==> config.mk <==
export PLATFORM = sky130hd
export DESIGN_NAME = hb_supply_gate
export DESIGN_NICKNAME = d
export VERILOG_FILES = /design/src/rtl/hbg_pkg.sv /design/src/rtl/hbg_rail_mon.sv /design/src/rtl/hbg_therm_mon.sv /design/src/rtl/hbg_sticky.sv /design/src/rtl/hbg_gate_cell.sv /design/src/rtl/hb_supply_gate.sv
export SDC_FILE = /design/constraint.sdc
export NUM_CORES = 1
export LEC_CHECK = 0
export BUFFER_PORTS_ARGS = -buffer_cell sky130_fd_sc_hd__buf_2
export CORE_UTILIZATION = 43
export CTS_BUF_LIST = sky130_fd_sc_hd__clkbuf_4 sky130_fd_sc_hd__clkbuf_8
export DETAILED_ROUTE_END_ITERATION = 7
export PLACE_DENSITY = 0.95
export SYNTH_ARGS = -nofsm -noshare
export SYNTH_HDL_FRONTEND = slang
export SYNTH_SLANG_ARGS = --single-unit
==> constraint.sdc <==
create_clock -name clk -period 3.3 [get_ports clk]
set_input_delay 0.66 -clock clk [delete_from_list [all_inputs] [get_ports clk]]
set_output_delay 0.66 -clock clk [all_outputs]
set_load 0.02 [all_outputs]
==> src/rtl/hbg_pkg.sv <==
`timescale 1ns/1ps
package hbg_pkg;
  // Summary of the supply monitor for one cycle.
  typedef struct packed {
    logic lockout;   // outputs must be held off
    logic fail_set;  // supply-fail flag must be set
  } rail_stat_t;

  // Summary of the thermal sensors for one cycle.
  typedef struct packed {
    logic shut_any;
    logic warn_any;
  } therm_stat_t;
endpackage

==> src/rtl/hbg_rail_mon.sv <==
`timescale 1ns/1ps
module hbg_rail_mon #(
  parameter int N_RAIL = 2
) (
  input  logic [N_RAIL-1:0] rail_uv,
  input  logic [N_RAIL-1:0] rail_ov,
  input  logic              ovlo_en,
  output hbg_pkg::rail_stat_t stat
);
  logic uv_any, ov_any;

  always_comb begin
    uv_any = |rail_uv;
    ov_any = |rail_ov;
    stat.fail_set = uv_any | ov_any;
    // Undervoltage always locks out; overvoltage only when lock is chosen.
    stat.lockout  = uv_any | (ov_any & ovlo_en);
  end
endmodule

==> src/rtl/hbg_therm_mon.sv <==
`timescale 1ns/1ps
module hbg_therm_mon #(
  parameter int N_BRIDGE = 6
) (
  input  logic [N_BRIDGE-1:0] therm_warn,
  input  logic [N_BRIDGE-1:0] therm_shut,
  output hbg_pkg::therm_stat_t stat
);
  always_comb begin
    stat.shut_any = |therm_shut;
    stat.warn_any = |therm_warn;
  end
endmodule

==> src/rtl/hbg_sticky.sv <==
`timescale 1ns/1ps
module hbg_sticky (
  input  logic clk,
  input  logic rst,
  input  logic en,
  input  logic set_i,
  input  logic clr_i,
  output logic q
);
  // Set has priority over clear so a persisting fault re-arms the flag.
  always_ff @(posedge clk) begin
    if (rst || !en)  q <= 1'b0;
    else if (set_i)  q <= 1'b1;
    else if (clr_i)  q <= 1'b0;
  end
endmodule

==> src/rtl/hbg_gate_cell.sv <==
`timescale 1ns/1ps
module hbg_gate_cell (
  input  logic clk,
  input  logic rst,
  input  logic en,
  input  logic cmd,
  input  logic kill,
  input  logic block,
  output logic q
);
  always_ff @(posedge clk) begin
    if (rst) q <= 1'b0;
    else     q <= en & cmd & ~kill & ~block;
  end
endmodule

==> src/rtl/hb_supply_gate.sv <==
`timescale 1ns/1ps
module hb_supply_gate #(
  parameter int N_BRIDGE = 6,
  parameter int N_RAIL   = 2,
  localparam int N_SW    = 2 * N_BRIDGE
) (
  input  logic                clk,
  input  logic                rst,
  input  logic                en,
  input  logic [N_SW-1:0]     cmd_sw,
  input  logic [N_SW-1:0]     latch_off,
  input  logic [N_RAIL-1:0]   rail_uv,
  input  logic [N_RAIL-1:0]   rail_ov,
  input  logic                ovlo_en,
  input  logic [N_BRIDGE-1:0] therm_warn,
  input  logic [N_BRIDGE-1:0] therm_shut,
  input  logic                stat_clr,
  output logic [N_SW-1:0]     drv_en,
  output logic                psf_flag,
  output logic                tw_flag
);
  hbg_pkg::rail_stat_t  rail_s;
  hbg_pkg::therm_stat_t therm_s;
  logic                 global_block;

  hbg_rail_mon #(.N_RAIL(N_RAIL)) u_rail (
    .rail_uv (rail_uv),
    .rail_ov (rail_ov),
    .ovlo_en (ovlo_en),
    .stat    (rail_s)
  );

  hbg_therm_mon #(.N_BRIDGE(N_BRIDGE)) u_therm (
    .therm_warn (therm_warn),
    .therm_shut (therm_shut),
    .stat       (therm_s)
  );

  // Faults that hold every switch off without touching the command.
  assign global_block = rail_s.lockout | therm_s.shut_any;

  for (genvar i = 0; i < N_SW; i++) begin : g_sw
    hbg_gate_cell u_cell (
      .clk   (clk),
      .rst   (rst),
      .en    (en),
      .cmd   (cmd_sw[i]),
      .kill  (latch_off[i]),
      .block (global_block),
      .q     (drv_en[i])
    );
  end

  hbg_sticky u_psf (
    .clk   (clk),
    .rst   (rst),
    .en    (en),
    .set_i (rail_s.fail_set),
    .clr_i (stat_clr),
    .q     (psf_flag)
  );

  hbg_sticky u_tw (
    .clk   (clk),
    .rst   (rst),
    .en    (en),
    .set_i (therm_s.warn_any),
    .clr_i (stat_clr),
    .q     (tw_flag)
  );
endmodule

Yosys cells after proc, flatten, opt, wreduce, memory -nomap -nowiden:

Index checks and enable logic that the tools add are counted.

* register bits: 14
* bits of input ports: 45

* muxes and demuxes: 3
* bitwise operators: 53
* reductions and logical operators: 8

Operators by type and width (count)
* $and 1x1->1: 37
* $not 1->1: 13
* $reduce_or 6->1: 2
* $reduce_bool 2->1: 2
* $reduce_or 2->1: 2
* $mux 1: 3
* $or 1x1->1: 3
* $logic_not 1->1: 1
* $logic_or 1x1->1: 1

Longest topological paths before layout:

Gate-level depths: netlist of the first run.

* word-level depth: 6
* depth in mapped cells: 3
* gate-level depth less buffers: 2

Cells and area by module:

A second synthesis of the first run with hierarchy kept.

* cell total of the unflattened synthesis: 56
* area total of the unflattened synthesis: 569.3 µm²

Modules (own cells, without submodules)
* hbg_gate_cell: instances 12, cells each 3, area each 36.3 µm²
* hbg_sticky: instances 2, cells each 4, area each 40.0 µm²
* hbg_therm_mon: instances 1, cells each 6, area each 27.5 µm²
* hbg_rail_mon: instances 1, cells each 5, area each 20.0 µm²
* hb_supply_gate: instances 1, cells each 1, area each 6.3 µm²

Worst setup path after synthesis of the first run:

OpenSTA, ideal clock, no wires.

* kind: input to register
* start: input therm_shut[4]
* end: register g_sw[10].u_cell.q
* arrival: 1.585 ns
* required time: 3.211 ns
* slack: 1.626 ns
* stages: 3
* cells stage by stage: or4_4 > buf_6 > nor4_2

* cells in the longest elaborated chain, start to end: 4

RTL lines
* start: declaration: line hb_supply_gate.sv:16 `input logic [N_BRIDGE-1:0] therm_shut,`
* $reduce_or 6->1: line hbg_therm_mon.sv:10 `stat.shut_any = |therm_shut;`
* $or 1x1->1: line hb_supply_gate.sv:40 `assign global_block = rail_s.lockout | therm_s.shut_any;`
* $not 1->1: line hbg_gate_cell.sv:13 `else q <= en & cmd & ~kill & ~block;`
* $and 1x1->1: line hbg_gate_cell.sv:13
* end signal: assignment: line hbg_gate_cell.sv:13
* end: declaration: line hbg_gate_cell.sv:9 `output logic q`

Every way passes these cells.
A chain may end at the register's enable or synchronous reset.

Worst setup path after layout of the first run:

* start: input therm_shut[4]
* end: register g_sw[2].u_cell.q

* cells in the longest elaborated chain, start to end: 4

RTL lines (line)
* $reduce_or 6->1: hbg_therm_mon.sv:10
* $or 1x1->1: hb_supply_gate.sv:40
* $not 1->1: hbg_gate_cell.sv:13
* $and 1x1->1: hbg_gate_cell.sv:13
* end signal: assignment: hbg_gate_cell.sv:13
* end: declaration: hbg_gate_cell.sv:9

Every way passes these cells.

==> results of run 1 <==
-- state kept, by name (all words and copies together) (netlist names) --
signal / flops
g_sw.u_cell.q: 12
u_psf.q: 1
u_tw.q: 1
-- final cells by class --
type                    instances  area (µm²)
well taps                      16        20.0
clock buffers                   3        22.5
multi-input cells              35         349
repair buffers                 58         290
flip-flops and latches         14         280
fillers                       135         614
-- worst register-to-register path, stage by stage, from the launching register on --
cell and delay, ns:
dfxtp_1 0.33, nand2b_1 0.06, a21oi_1 0.17
-- cell families after synthesis --
group,Yosys count,share of synthesized area
DFF,14,0.372
AOI/OAI and AO/OA,3,0.0249
and+or+nand+nor,32,0.439
buffers and inverters,17,0.164
-- cell usage in the layout, fill, tap and decap left out --
master / count
nor4_1: 4
dfxtp_1: 14
o21a_1: 1
clkbuf_4: 3
or4bb_1: 11
buf_2: 58
a31oi_1: 1
nor2_1: 1
nand4bb_1: 1
or4_4: 2
nor4_2: 10
a21oi_1: 1
nand2b_1: 3
-- layer usage --
layer  track usage  wire, µm
met1         0.194       634
met2         0.334       925
met3        0.0167       103
met4         0.115        36
met5             0         0
-- worst max-delay path by stage --
stage	endpoint	slack, ns	cells past startpoint
floorplan	g_sw[10].u_cell.q	1.63	3
global route	g_sw[1].u_cell.q	1.71	3
global placement	g_sw[5].u_cell.q	1.52	3
CTS	g_sw[2].u_cell.q	1.77	3
finish	g_sw[2].u_cell.q	1.77	3
detailed placement	g_sw[2].u_cell.q	1.48	3
-- per-stage QoR --
| step | utilization | hold slack (ns) | instance area [µm²] | worst slack [ns] |
|---|---|---|---|---|
| finish | 0.610 | 0.512 | 962 | 1.77 |
| detailed placement | 0.596 | 0.505 | 940 | 1.48 |
| floorplan | - | 0.541 | 753 | 1.63 |
| global placement | 0.596 | 0.450 | 940 | 1.52 |
| CTS | 0.610 | 0.516 | 962 | 1.77 |
| global route | 0.610 | 0.527 | 962 | 1.71 |
-- where the power goes --
part	switching (mW)	total (mW)	internal (mW)
clock network	0.0514	0.0936	0.0423
logic	0.0231	0.0507	0.0276
registers	0.000681	0.171	0.170
total	0.0752	0.315	0.240
==> impl_results.md, run 1 <==
- Ys async rst share: 0
- First-pass GRT wire length: 2570 µm
- Relative slew slack: 0.599
- Mapped Cells: 66
- Internal reg-to-reg setup slack: 2.66 ns
- Crit. Startpoint: therm_shut[4]
- Setup violations, final: 0
- Post-synth top cells: dfxtp_1 (14), buf_4 (12), or4bb_1 (11)
- Crit path max fanout: 12
- Skew-Pair Late Insertion Delay: 0.27 ns
- Hpwl dp: 1390 µm
- Core area: 1580 µm²
- Total power: 315 µW
- Synth area leaders: dfxtp_1 (37%), nor4_2 (17%), or4bb_1 (16%)
- Clock transition at path regs: 0.08 ns
- CTS Root Cell: clkbuf_4
- Hold path cells: 2
- TritonCTS clock tree: built
- CP required: 3.48 ns
- Final Critical Period: 1.53 ns
- Leading area contributor after synthesis: dfxtp_1
- Post-CTS setup buffer count: 0
- Clock sink total: 14
- ANT nets after route: 0
- CP Class: primary input to flop
- Cell family with the largest share of critical-path delay: simple AND/OR/NAND/NOR gates
- Vias in the first global route: 644
- Diode count: 0
- Final Skew: 0 ns
- CP max-delay cell: or4_4
- Clock buffer depth: 2
- Synth warnings: 0
- EDFF count, synth: 0
- Yosys reg bits: 14
- TNS Setup: 0 ns
- Final period utilization: 0.463
- Status: finished, final reports clean
- Rows: 14
- Top FF cell, synth: dfxtp_1
- Vias: 685
- Mean Syn Cell Area: 11.4 µm²
- Max IR drop VDD: 0.159 mV
- Critical Path AT: 1.71 ns
- Leakage: 0.440 nW
- Critical path, cell by cell: buf_2 > or4_4 > nor4_2
- Synth Net Count: 111
- Number of port buffers: 58
- Synth unique cells: 14
- DIE HEIGHT: 43.9 µm
- Cts bufs inserted: 3
- Hold Fails Final Rpt: 0
- Iter 0 DRT Violations: 12
- Drc violations: 0
- Netlist Area Pre-Place: 753 µm²
- Grt ovf: 0
- Final WL: 1700 µm
- HP Start: u_psf.q
- Total track usage: 0.181
- Initial antenna violation count: 0
- DR pass1 iterations: 8
- Vias per cell: 5.44
- R2r endpoint: u_psf.q
- H-tree depth: 1
- Worst slew pin tran: 0.601 ns
- Sequential area share after synthesis: 0.372
- Layout area overhead: 27.7%
- Total Die Area: 1920 µm²
- Gp weighted congestion: 0.673
- Hold endpoint: u_psf.q
- Worst hold-check path type: flop to flop
- Routed length per placed instance: 13.5 µm
- Inst Count DP: 123
- Max-cap violations: 0
- RSZ-0062 raised after global routing: false
- Most instantiated library cell after synthesis: dfxtp_1
- Area share of the largest cell type after synthesis: 0.372
- Ports: 59
- Reg2Reg Depth: 2
- Pin count of the biggest net entering global routing: 14
- Fmax: 654 MHz
- Resize count post-CTS: 0
- Final Max Slew Viols: 0
- Crit path largest cell delay: 0.65 ns
- Critical Path Sink Type: flop
- Die W: 43.9 µm
- Worst path bufs/invs: 1
- Initial Utilization: 0.478
- Power Density: 328 nW/µm²
- Layout cell share with drive strength beyond 1: 0.664
- Hold-fix buffers at CTS: 0
- Layout Nets: 157
- Worst reg2reg startpoint: u_psf.q
- Final Non-Filler Cells: 126
- Crit path launch type: primary input
Power figures use the tool's default switching activity.
==> run 2, diff against run 1 <==
- CORE_UTILIZATION: 43 -> 36
- PLACE_DENSITY: 0.95 -> 0.88
- clock period: 3.3 -> 1.4 ns (I/O delays scaled with it)
==> impl_results.md, run 2 (synthesis gave the netlist of run 1 again) <==
- Setup violations, final: 0
- Initial Utilization: 0.384
- Commonest non-fill, non-tap cell in the layout: buf_2
- Initial antenna violation count: 0
- Leakage: 0.447 nW
- Crit. Startpoint: therm_shut[4]
- Clock sink total: 14
- Worst hold-check path type: primary input to flop
- Worst reg2reg startpoint: u_psf.q
- Critical path, cell by cell: buf_2 > or4_4 > nor4_2
- CTS Root Cell: clkbuf_4
- Crit path largest cell delay: 0.65 ns
- Reg2Reg Depth: 2
- CP required: 1.58 ns
- Pin count of the biggest net entering global routing: 14
- Clock power frac: 0.355
- Hold path cells: 3
- TNS Setup: 0 ns
- Clock transition at path regs: 0.09 ns
- Biggest regs: g_sw.u_cell.q (12), u_psf.q (1), u_tw.q (1)
- Cell family with the largest share of critical-path delay: simple AND/OR/NAND/NOR gates
- Die W: 47.7 µm
- Drc violations: 0
- Sequential Power Share: 0.496
- Hold Fails Final Rpt: 0
- Iter 0 DRT Violations: 19
- Critical Path AT: 1.36 ns
- Hold-fix buffers at CTS: 0
- Cts bufs inserted: 3
- Grt ovf: 0
- Internal reg-to-reg setup slack: 0.80 ns
- Max FFs per register: 12
- Final Skew: 0 ns
- R2r endpoint: u_psf.q
- Number of port buffers: 58
- Gp weighted congestion: 0.686
- Vias per cell: 5.05
- Final period utilization: 0.841
- ANT nets after route: 0
- Crit path launch type: primary input
- Final WL: 1820 µm
- Vias in the first global route: 552
- Critical Path Sink Type: flop
- Pre-CTS setup slack: -0.0609 ns
- Combinational share of power: 0.149
- Fmax: 849 MHz
- Power Density: 820 nW/µm²
- Rows: 16
- PnR worst setup slack: 0.222 ns
- Net Sw Frac: 0.231
- Status: finished, final reports clean
- Net switching power: 188 µW
- Resize count post-CTS: 0
- Hold endpoint: g_sw[1].u_cell.q
- Diode count: 0
- Ports: 59
- H-tree depth: 1
- Post-CTS setup buffer count: 0
- CP max-delay cell: or4_4
- Skew-Pair Late Insertion Delay: 0.28 ns
- Worst path bufs/invs: 1
- RSZ-0062 raised after global routing: false
- Vias: 697
- Hpwl dp: 1380 µm
- HP Start: latch_off[1]
- CP Class: primary input to flop
- Core area: 1960 µm²
- DIE HEIGHT: 47.7 µm
- Total Die Area: 2280 µm²
- Final Max Slew Viols: 0
- First-pass GRT wire length: 2260 µm
- Relative slew slack: 0.610
- Final Critical Period: 1.18 ns
- Total track usage: 0.145
- FILL cells: 198
- Int Power: 624 µW
- Layout cell share with drive strength beyond 1: 0.667
- Total power: 812 µW
- Commonest cells after routing, fill and taps aside: buf_2 (58), dfxtp_1 (14), or4bb_1 (11)
- Clock buffer depth: 2
- Worst slew pin tran: 0.585 ns
- Routed length per placed instance: 13.2 µm
- Max IR drop VDD: 0.276 mV
- DR pass1 iterations: 4
- Crit path max fanout: 12
- Layout Nets: 157
- TritonCTS clock tree: built
- Top reg by flops: g_sw.u_cell.q
- Layout area overhead: 31.4%
- Max-cap violations: 0
## run 2: per-layer routing
| metal | global-route usage | routed length (µm) |
|---|---|---|
| met1 | 0.175 | 703 |
| met2 | 0.246 | 979 |
| met4 | 0.0778 | 0 |
| met5 | 0 | 0 |
| met3 | 0.0226 | 137 |
## run 2: layout make-up
type,instances,area [µm²],share of cell area
Tap cell,27,33.8,0.0341
Sequential cell,14,280,0.283
Timing Repair Buffer,58,290,0.293
Clock buffer,4,36.3,0.0367
Multi-Input combinational cell,35,349,0.353
## run 2: worst max path at each step
stage                              endpoint  cells after the start
final                      g_sw[3].u_cell.q                      3
after floorplan           g_sw[10].u_cell.q                      3
after CTS                  g_sw[3].u_cell.q                      3
after global placement     g_sw[3].u_cell.q                      3
after detailed placement   g_sw[3].u_cell.q                      3
after global routing       g_sw[3].u_cell.q                      3
## run 2: power groups by stage
stage | combinational (mW) | sequential [mW] | clock (mW)
6_report | 0.121 | 0.403 | 0.288
5_1_grt | 0.130 | 0.403 | 0.309
4_1_cts | 0.120 | 0.403 | 0.286
3_5_place_dp | 0.119 | 0.412 | 0
3_3_place_gp | 0.115 | 0.412 | 0
2_1_floorplan | 0.0488 | 0.416 | 0
## run 2: metrics by stage
step | cell area [µm²] | std cells | util | hold WS (ns)
4_1_cts | 990 | 138 | 0.504 | 0.248
6_report | 990 | 138 | 0.504 | 0.243
3_5_place_dp | 953 | 134 | 0.486 | 0.477
5_1_grt | 990 | 138 | 0.504 | 0.249
2_1_floorplan | 753 | 66 | - | 0.435
3_3_place_gp | 953 | 134 | 0.486 | 0.450
## run 2: tightest hold or removal path, stage by stage
cell and delay [ns]:
buf_2 0.07, or4bb_1 0.10, nor4_1 0.04
